<file path="config.mk">
export PLATFORM = sky130hd
export DESIGN_NAME = extbus_sequencer
export DESIGN_NICKNAME = d
export VERILOG_FILES = /design/src/rtl/extbus_pkg.sv /design/src/rtl/extbus_seq_ctrl.sv /design/src/rtl/extbus_seq_datapath.sv /design/src/rtl/extbus_sequencer.sv
export SDC_FILE = /design/constraint.sdc
export NUM_CORES = 1
export LEC_CHECK = 0
export BUFFER_PORTS_ARGS = -buffer_cell sky130_fd_sc_hd__buf_2
export CAP_MARGIN = 20
export CORE_MARGIN = 2
export CORE_UTILIZATION = 35
export DETAILED_ROUTE_END_ITERATION = 8
export PLACE_DENSITY = 0.73
export REMOVE_ABC_BUFFERS = 1
export SETUP_SLACK_MARGIN = 0.02
export SLEW_MARGIN = 20
export SYNTH_ARGS = -nofsm -noshare
export SYNTH_HDL_FRONTEND = slang
export SYNTH_HIERARCHICAL = 1
export SYNTH_SLANG_ARGS = --single-unit
export TNS_END_PERCENT = 30
</file>
<file path="constraint.sdc">
create_clock -name clk -period 2.7 [get_ports clk]
set_clock_uncertainty 0.15 [all_clocks]
set_input_delay 0.405 -clock clk [delete_from_list [all_inputs] [get_ports clk]]
set_output_delay 0.405 -clock clk [all_outputs]
set_load 0.1 [all_outputs]
</file>
<file path="src/rtl/extbus_pkg.sv">
package extbus_pkg;

  typedef enum logic [1:0] {
    REGION_EXTERNAL = 2'd0,
    REGION_EMUMEM   = 2'd1,
    REGION_PORTREP  = 2'd2,
    REGION_SPARE    = 2'd3
  } region_e;

  // Strobes and per-access flags the control hands to the datapath.
  typedef struct packed {
    logic load;       // latch a new request this edge
    logic active;     // an access is in progress
    logic phaseLow;   // current phase is the eclk low phase
    logic capture;    // latch read data this edge
    logic isWrite;    // access direction
    logic driveBus;   // access appears on the external bus
    logic readInt;    // read result comes from the internal register file
    logic readZero;   // read result is zero (no bus, no register)
  } seqStrobes_t;

endpackage

</file>
<file path="src/rtl/extbus_seq_ctrl.sv">
module extbus_seq_ctrl
  import extbus_pkg::*;
#(
  parameter int STRETCH_W = 2
) (
  input  logic                 clk,
  input  logic                 rst,
  input  logic                 reqValid,
  input  logic                 reqWrite,
  input  logic [1:0]           reqRegion,
  input  logic [1:0]           mode,
  input  logic [STRETCH_W-1:0] stretch,
  output seqStrobes_t          st,
  output logic                 reqReady,
  output logic                 intWrEn
);

  localparam int CNT_W = STRETCH_W + 1;

  logic             phaseLow;
  logic             busy;
  logic [CNT_W-1:0] remain;
  logic             curWrite;
  logic             curPortRep;
  logic             curDrive;
  logic             curReadInt;
  logic             curReadZero;

  // Classification of the incoming request
  logic             isPortRep;
  logic             isEmuMem;
  logic             emulMode;
  logic             expandMode;
  logic             nextDrive;
  logic [CNT_W-1:0] nextRemain;
  logic             lastCycle;
  logic             accept;

  always_comb begin
    isPortRep  = (region_e'(reqRegion) == REGION_PORTREP);
    isEmuMem   = (region_e'(reqRegion) == REGION_EMUMEM);
    emulMode   = mode[1];
    expandMode = mode[0];

    if (isPortRep)                    nextRemain = CNT_W'(1);
    else if (!isEmuMem && expandMode) nextRemain = CNT_W'(stretch);
    else                              nextRemain = '0;

    if (isPortRep || isEmuMem) nextDrive = emulMode;
    else                       nextDrive = expandMode;

    lastCycle = busy && (remain == '0);
    accept    = phaseLow && reqValid && (!busy || lastCycle);
  end

  always_ff @(posedge clk) begin
    if (rst) begin
      phaseLow    <= 1'b0;
      busy        <= 1'b0;
      remain      <= '0;
      curWrite    <= 1'b0;
      curPortRep  <= 1'b0;
      curDrive    <= 1'b0;
      curReadInt  <= 1'b0;
      curReadZero <= 1'b0;
      reqReady    <= 1'b0;
      intWrEn     <= 1'b0;
    end else begin
      phaseLow <= ~phaseLow;
      reqReady <= !phaseLow && lastCycle;
      intWrEn  <= !phaseLow && lastCycle && curPortRep && curWrite;
      if (phaseLow) begin
        if (accept) begin
          busy        <= 1'b1;
          remain      <= nextRemain;
          curWrite    <= reqWrite;
          curPortRep  <= isPortRep;
          curDrive    <= nextDrive;
          curReadInt  <= isPortRep && !emulMode;
          curReadZero <= !isPortRep && !nextDrive;
        end else if (busy) begin
          if (remain == '0) busy <= 1'b0;
          else              remain <= remain - 1'b1;
        end
      end
    end
  end

  always_comb begin
    st.load     = accept;
    st.active   = busy;
    st.phaseLow = phaseLow;
    st.capture  = !phaseLow && lastCycle;
    st.isWrite  = curWrite;
    st.driveBus = curDrive;
    st.readInt  = curReadInt;
    st.readZero = curReadZero;
  end

  // Assertions
  assert_reset_idle_R1: assert property (@(posedge clk)
    $past(rst) |-> (!busy && !reqReady && !intWrEn && !phaseLow));

  assert_ready_low_phase_R11: assert property (@(posedge clk) disable iff (rst)
    reqReady |-> phaseLow);

  assert_ready_single_R11: assert property (@(posedge clk) disable iff (rst)
    reqReady |=> !reqReady);

  assert_start_on_boundary_R11: assert property (@(posedge clk) disable iff (rst)
    $rose(busy) |-> !phaseLow);

  assert_intwr_with_ready_R9: assert property (@(posedge clk) disable iff (rst)
    intWrEn |-> reqReady);

endmodule

</file>
<file path="src/rtl/extbus_seq_datapath.sv">
module extbus_seq_datapath
  import extbus_pkg::*;
#(
  parameter int ADDR_W = 23,
  parameter int DATA_W = 16,
  parameter int ACC_W  = 3,
  parameter int IQ_W   = 4
) (
  input  logic                clk,
  input  logic                rst,
  input  seqStrobes_t         st,
  input  logic [ADDR_W-1:0]   reqAddr,
  input  logic [DATA_W-1:0]   reqWdata,
  input  logic [ACC_W-1:0]    accCode,
  input  logic [IQ_W-1:0]     iqStat,
  input  logic [DATA_W-1:0]   ivd,
  input  logic [DATA_W-1:0]   intRdData,
  input  logic [DATA_W-1:0]   dataIn,
  output logic [DATA_W-1:0]   rdData,
  output logic [DATA_W-1:0]   intWrData,
  output logic [ADDR_W-1:0]   intAddr,
  output logic                eclk,
  output logic [ACC_W+IQ_W-1:0] addrHi,
  output logic [DATA_W-1:0]   addrLo,
  output logic                rw,
  output logic [DATA_W-1:0]   dataOut,
  output logic                dataOe
);

  localparam int HI_W = ACC_W + IQ_W;

  logic [ADDR_W-1:0] curAddr;
  logic [DATA_W-1:0] curWdata;
  logic              onBus;

  always_ff @(posedge clk) begin
    if (rst) begin
      curAddr  <= '0;
      curWdata <= '0;
      rdData   <= '0;
    end else begin
      if (st.load) begin
        curAddr  <= reqAddr;
        curWdata <= reqWdata;
      end
      if (st.capture) begin
        if (st.readZero)     rdData <= '0;
        else if (st.readInt) rdData <= intRdData;
        else                 rdData <= dataIn;
      end
    end
  end

  always_comb begin
    onBus   = st.active && st.driveBus;
    eclk    = !st.phaseLow;
    addrHi  = '0;
    addrLo  = '0;
    rw      = 1'b1;
    dataOe  = 1'b0;
    dataOut = '0;
    if (onBus) begin
      if (st.phaseLow) begin
        addrHi = {accCode, iqStat};
        addrLo = ivd;
      end else begin
        addrHi = HI_W'(curAddr[ADDR_W-1:DATA_W]);
        addrLo = curAddr[DATA_W-1:0];
      end
      rw      = !st.isWrite;
      dataOe  = st.isWrite;
      dataOut = st.isWrite ? curWdata : '0;
    end
    intWrData = curWdata;
    intAddr   = curAddr;
  end

  // Assertions
  assert_quiet_when_idle_R5: assert property (@(posedge clk) disable iff (rst)
    !st.active |-> (rw && !dataOe && addrLo == '0 && addrHi == '0));

  assert_zero_read_R5: assert property (@(posedge clk) disable iff (rst)
    (st.capture && st.readZero) |=> (rdData == '0));

  assert_addr_stable_R6: assert property (@(posedge clk) disable iff (rst)
    (st.active && !st.load) |=> $stable(curAddr) || $past(st.load));

endmodule

</file>
<file path="src/rtl/extbus_sequencer.sv">
module extbus_sequencer
  import extbus_pkg::*;
#(
  parameter int ADDR_W    = 23,
  parameter int DATA_W    = 16,
  parameter int ACC_W     = 3,
  parameter int IQ_W      = 4,
  parameter int STRETCH_W = 2
) (
  input  logic                   clk,
  input  logic                   rst,
  input  logic                   reqValid,
  input  logic                   reqWrite,
  input  logic [ADDR_W-1:0]      reqAddr,
  input  logic [DATA_W-1:0]      reqWdata,
  input  logic [1:0]             reqRegion,
  input  logic [1:0]             mode,
  input  logic [STRETCH_W-1:0]   stretch,
  input  logic [ACC_W-1:0]       accCode,
  input  logic [IQ_W-1:0]        iqStat,
  input  logic [DATA_W-1:0]      ivd,
  input  logic [DATA_W-1:0]      intRdData,
  input  logic [DATA_W-1:0]      dataIn,
  output logic                   reqReady,
  output logic [DATA_W-1:0]      rdData,
  output logic                   intWrEn,
  output logic [DATA_W-1:0]      intWrData,
  output logic [ADDR_W-1:0]      intAddr,
  output logic                   eclk,
  output logic [ACC_W+IQ_W-1:0]  addrHi,
  output logic [DATA_W-1:0]      addrLo,
  output logic                   rw,
  output logic [DATA_W-1:0]      dataOut,
  output logic                   dataOe
);

  seqStrobes_t st;

  extbus_seq_ctrl #(
    .STRETCH_W(STRETCH_W)
  ) i_ctrl (
    .clk      (clk),
    .rst      (rst),
    .reqValid (reqValid),
    .reqWrite (reqWrite),
    .reqRegion(reqRegion),
    .mode     (mode),
    .stretch  (stretch),
    .st       (st),
    .reqReady (reqReady),
    .intWrEn  (intWrEn)
  );

  extbus_seq_datapath #(
    .ADDR_W(ADDR_W),
    .DATA_W(DATA_W),
    .ACC_W (ACC_W),
    .IQ_W  (IQ_W)
  ) i_datapath (
    .clk      (clk),
    .rst      (rst),
    .st       (st),
    .reqAddr  (reqAddr),
    .reqWdata (reqWdata),
    .accCode  (accCode),
    .iqStat   (iqStat),
    .ivd      (ivd),
    .intRdData(intRdData),
    .dataIn   (dataIn),
    .rdData   (rdData),
    .intWrData(intWrData),
    .intAddr  (intAddr),
    .eclk     (eclk),
    .addrHi   (addrHi),
    .addrLo   (addrLo),
    .rw       (rw),
    .dataOut  (dataOut),
    .dataOe   (dataOe)
  );

endmodule

</file>
---- Word level (Yosys, flattened, before mapping) ----
Index checks and enable logic that the tools add are counted.
cells by class
  add/subtract/negate cells ............... 1
  bitwise gates (word level) .............. 1
  multiplexer cells ....................... 19
  reductions and logical operators ........ 23
  eq/ne operators ......................... 3
operator list
  cell                                                                 number
  16-bit 2-to-1 mux                                                    6
  7-bit 2-to-1 mux                                                     2
  3-bit 2-to-1 mux                                                     4
  1-bit logical AND                                                    10
  1-bit logical NOT                                                    7
  1-bit 2-to-1 mux                                                     6
  3-bit logical NOT                                                    1
  3-bit AND reduction                                                  1
  3-bit by 1-bit subtractor with 3-bit output (second input constant)  1
  2-bit by 1-bit == test with 1-bit output (second input constant)     1
  2-bit == test (second input constant)                                1
  1-bit logical OR                                                     2
  2-bit 2-to-1 mux                                                     1
  2-bit by 1-bit != test with 1-bit output (second input constant)     1
  2-bit AND reduction                                                  1
  2-bit nonzero test                                                   1
  1-bit inverter                                                       1
storage, ports and cells
  register bits ........................... 67
  logic and storage cells ................. 60
  output and inout bits ................... 99
  input port bits ......................... 104

---- Logic depth before layout (Yosys ltp) ----
  word-level depth ........................ 6
  gate-level depth with buffers ........... 10
  mapped depth without buffers ............ 6

---- Cells and area by module ----
Netlist, hierarchy kept.
by module, submodules not included
  module               cells an instance  area each (µm²)  seq. area each (µm²)  times used
  extbus_seq_datapath  253                2580.0           1101.1                1
  extbus_seq_ctrl      70                 646.9            240.2                 1

---- Worst setup path before layout ----
No wires, ideal clock.
  path type ............................... reg-to-output
  start ................................... reg i_ctrl.busy
  end ..................................... out dataOut[10]
  data required time ...................... 2.145 ns
  path buffers ............................ 2
  data arrival time ....................... 3.499 ns
  setup slack ............................. -1.354 ns
  cell stages (with the launch flop) ...... 6
  cells stage by stage .................... dfxtp_1 -> buf_4 -> nand3_1 -> inv_2 -> clkbuf_1 -> and2_1
between the ends
  longest elaborated chain between the ends .. 2
RTL lines
  what                    line                       RTL
  from (decl)             extbus_seq_ctrl.sv:21      logic busy;
  from (signal assigned)  extbus_seq_ctrl.sv:59      busy <= 1'b0;
  from (signal assigned)  extbus_seq_ctrl.sv:74      busy <= 1'b1;
  from (signal assigned)  extbus_seq_ctrl.sv:82      if (remain == '0) busy <= 1'b0;
  1-bit logical AND       extbus_seq_datapath.sv:55  onBus = st.active && st.driveBus;
  16-bit 2-to-1 mux       extbus_seq_datapath.sv:62  if (onBus) begin
  to (decl)               extbus_sequencer.sv:33     output logic [DATA_W-1:0] dataOut,
No other way between the ends.

---- Worst setup path in the final report ----
  start ................................... reg i_ctrl.busy
  end ..................................... out dataOut[7]
The elaborated chain is that of the path after synthesis.

==> impl_results.md <==
- Status: completed
- Post-synthesis sequential area ratio: 0.416
- Rows: 35
- I/O Pins: 203
- PostCTS Resize Cnt: 0
- Routed WL: 8.34 mm
- Hold Crit Depth: 3
- Area grow syn2layout: 37.6%
- Clock latency on the worst-skew pair: 0.33 ns
- Cell chain of the critical path: nand3_1 > inv_2 > and2_1 > buf_2
- Critical path class: flop to output port
- Most common cell after layout, fill and taps aside: buf_2
- DRT antenna net count: 0
- Nets@finish: ~620
- Post-CTS Hold Fix Bufs: 0
- CTS tree: yes
- Reg2reg start: i_ctrl/remain[0]
- Arrival time of the worst setup path: between 1.5 and 2 ns
- Pre-CTS setup slack: approximately 0.70 ns
- Fraction of layout cells with a size suffix above 1: 0.461
- Slowest stage cell, crit path: dfxtp_1
- Top FF cell, synth: dfxtp_1
- Hold Path Sink: i_datapath/intWrData[11]
- Max-slew violations: 0
- Slew margin rel.: 0.381
- Vias in the first global route: around 2600
- Fillcell total: 887
- Crit. path cell count: 4
- Worst endpoint required time: approximately 2.1 ns
- Reg2Reg Depth: 6
- DRT Pass-1 Iters: 4
- Max-Cap Viols: 0
- Clk sink count: 67
- Worst-Margin Slew: 0.928 ns
- Post-route setup slack: approximately 0.39 ns
- R2R Path End: i_datapath/rdData[6]
- Most frequent cells in the layout: 202 x buf_2, 83 x mux2i_1, 69 x nor2_1
- Total number of vias: approximately 3000
- Multi-input gate area: 0.00165 sq mm
- Max incr delay on CP: 0.46 ns
- Initial core utilization: 0.354
- Worst Setup End Kind: output port
- Leak: approximately 2.2 nW
- Post-detail-place hpwl: around 6.4 mm
- First-pass GRT wire length: about 13 mm
- Clock Root Buffer: clkbuf_8
- Setup Buffers After CTS: 0
- Cell variety after synth: 35
- Port buffer count: 202
- Final instance area: roughly 0.0044 sq mm
- Die Y: approximately 100 um
- Total CTS buffers: 9
- Post-synth EDFFs: 0
- PwrDens: between 500 and 600 mW/mm^2
- R2R Setup Slk: 0.67 ns
- Core Footprint: slightly above 0.009 sq mm
- Max VDD drop: 0.304 mV
- Mapped Area: roughly 0.0032 sq mm
- Post-Syn Instances: between 300 and 400
- Ys async rst share: 0
- DIE AREA: 0.0100 sq mm
- Overflow left after global routing: 0
- Fin. Hold Viols: 0
- Overall Global Routing Usage: 0.159
- Top Family by Delay on Critical Path: buffers and inverters
- CP max FO: 17
- Die Width: approximately 100 um
- Vias/cell: roughly 4.8
- Register area: around 0.0013 sq mm
- Remaining DRCs: 0
- N_diodes: 0
- Warning count from the yosys run: 6
- Register bit count reported by yosys: 67
- Tcrit/Tclk final: 0.855
- Area post-placement: about 0.0042 sq mm
- Largest net degree at the start of global routing: between 40 and 50
- Initial antenna violation count: 1
- DR iter-0 viols: 48
- Fin crit period: around 2.3 ns
- RePlAce Congestion: around 0.78
- Routed WL per cell: 13.3 um
- Crit path buffers/inverters: 2
- H-tree depth: 3
- Clk pin slew, worst setup/hold paths: 0.08 ns
- CTS Buffer Depth: 2
- Type of the worst min-delay path: input port to flop
- Setup Viol. Count Final: 0
- Mean Syn Cell Area: roughly 10 sq um
- FMAX: 0.433 GHz
- Hold Path Origin: reqWdata[11]
- RSZ-0062 raised after global routing: no
- Startpoint types: flop
## metrics by stage
stage               total power, mW  cells  hold slack [ns]  utilization  TNS, ns
global placement               1.64    613            0.295        0.466        0
CTS                            2.48    629            0.134        0.488        0
global route                   2.55    629            0.142        0.488        0
detailed placement             1.65    613            0.291        0.466        0
finish                         2.44    629            0.152        0.488        0
floorplan                      1.49    294            0.289            -   -43.15
## state kept, by name, summed over array words and instances (netlist names)
name / flops
i_ctrl/reqReady: 1
i_datapath/rdData: 16
i_ctrl/curReadInt: 1
i_datapath/intWrData: 16
i_ctrl/phaseLow: 1
i_ctrl/curDrive: 1
i_ctrl/curReadZero: 1
i_ctrl/intWrEn: 1
i_datapath/intAddr: 23
i_ctrl/curWrite: 1
i_ctrl/busy: 1
i_ctrl/remain: 3
i_ctrl/curPortRep: 1
## worst register-to-register path, cell delays in order (launching register included)
cell and delay (ns):
dfxtp_1 0.33, inv_1 0.09, ha_1 0.22, nand2b_4 0.09, nor2_1 0.13, or3b_1 0.68
o2bb2ai_1 0.28
## report_power, final
part	internal, mW	switching, mW
registers	1.03	0.0328
clock network	0.426	0.384
logic	0.164	0.404
total	1.62	0.821
## worst max path at each step
stage | start | endpoint | slack, ns
final | i_ctrl/busy | dataOut[7] | 0.39
after detailed placement | i_ctrl/remain[0] | i_datapath/rdData[6] | 0.70
after floorplan | i_ctrl/busy | dataOut[0] | -0.78
after global routing | i_ctrl/busy | dataOut[15] | 0.24
after global placement | i_ctrl/busy | addrLo[13] | 0.79
after CTS | i_ctrl/busy | addrLo[13] | 0.36
## synthesized netlist by cell type (4+ instances only)
| master | n | area [sq um] |
|---|---|---|
| o2bb2ai_2 | 10 | 150 |
| mux2i_1 | 83 | 831 |
| buf_4 | 11 | 82.6 |
| dfxtp_1 | 67 | 1340 |
| inv_1 | 7 | 26.3 |
| o2bb2ai_1 | 6 | 52.6 |
| nor2_1 | 69 | 259 |
| ha_1 | 4 | 50.1 |
| buf_2 | 8 | 40.0 |
| a21oi_1 | 4 | 20.0 |
| and2_1 | 17 | 106 |
## layer usage
metal,global-route usage,part of all wire,up-vias
met5,0,0.0016,-
met4,0.0569,0.011,2
met3,0.0404,0.084,10
met2,0.274,0.48,128
met1,0.191,0.42,1361
li1,-,-,1487
## cell families (layout without fill, tap and decap cells)
logic type	count (synthesis)	after routing	synth area share
mux	83	83	0.257
buf+inv	38	233	0.0729
simple gates	100	100	0.142
compound gates	31	31	0.0969
flops	67	67	0.416
fa+ha+maj	4	4	0.0155
## area by class of cell
type,instances,area share
Tap cell,111,0.0313
Inverter,9,0.00761
Timing Repair Buffer,208,0.243
Sequential cell,67,0.302
Clock buffer,10,0.0287
Multi-Input combinational cell,218,0.372
Clock inverter,6,0.0149
No activity file was read; power rests on OpenSTA's default activity.
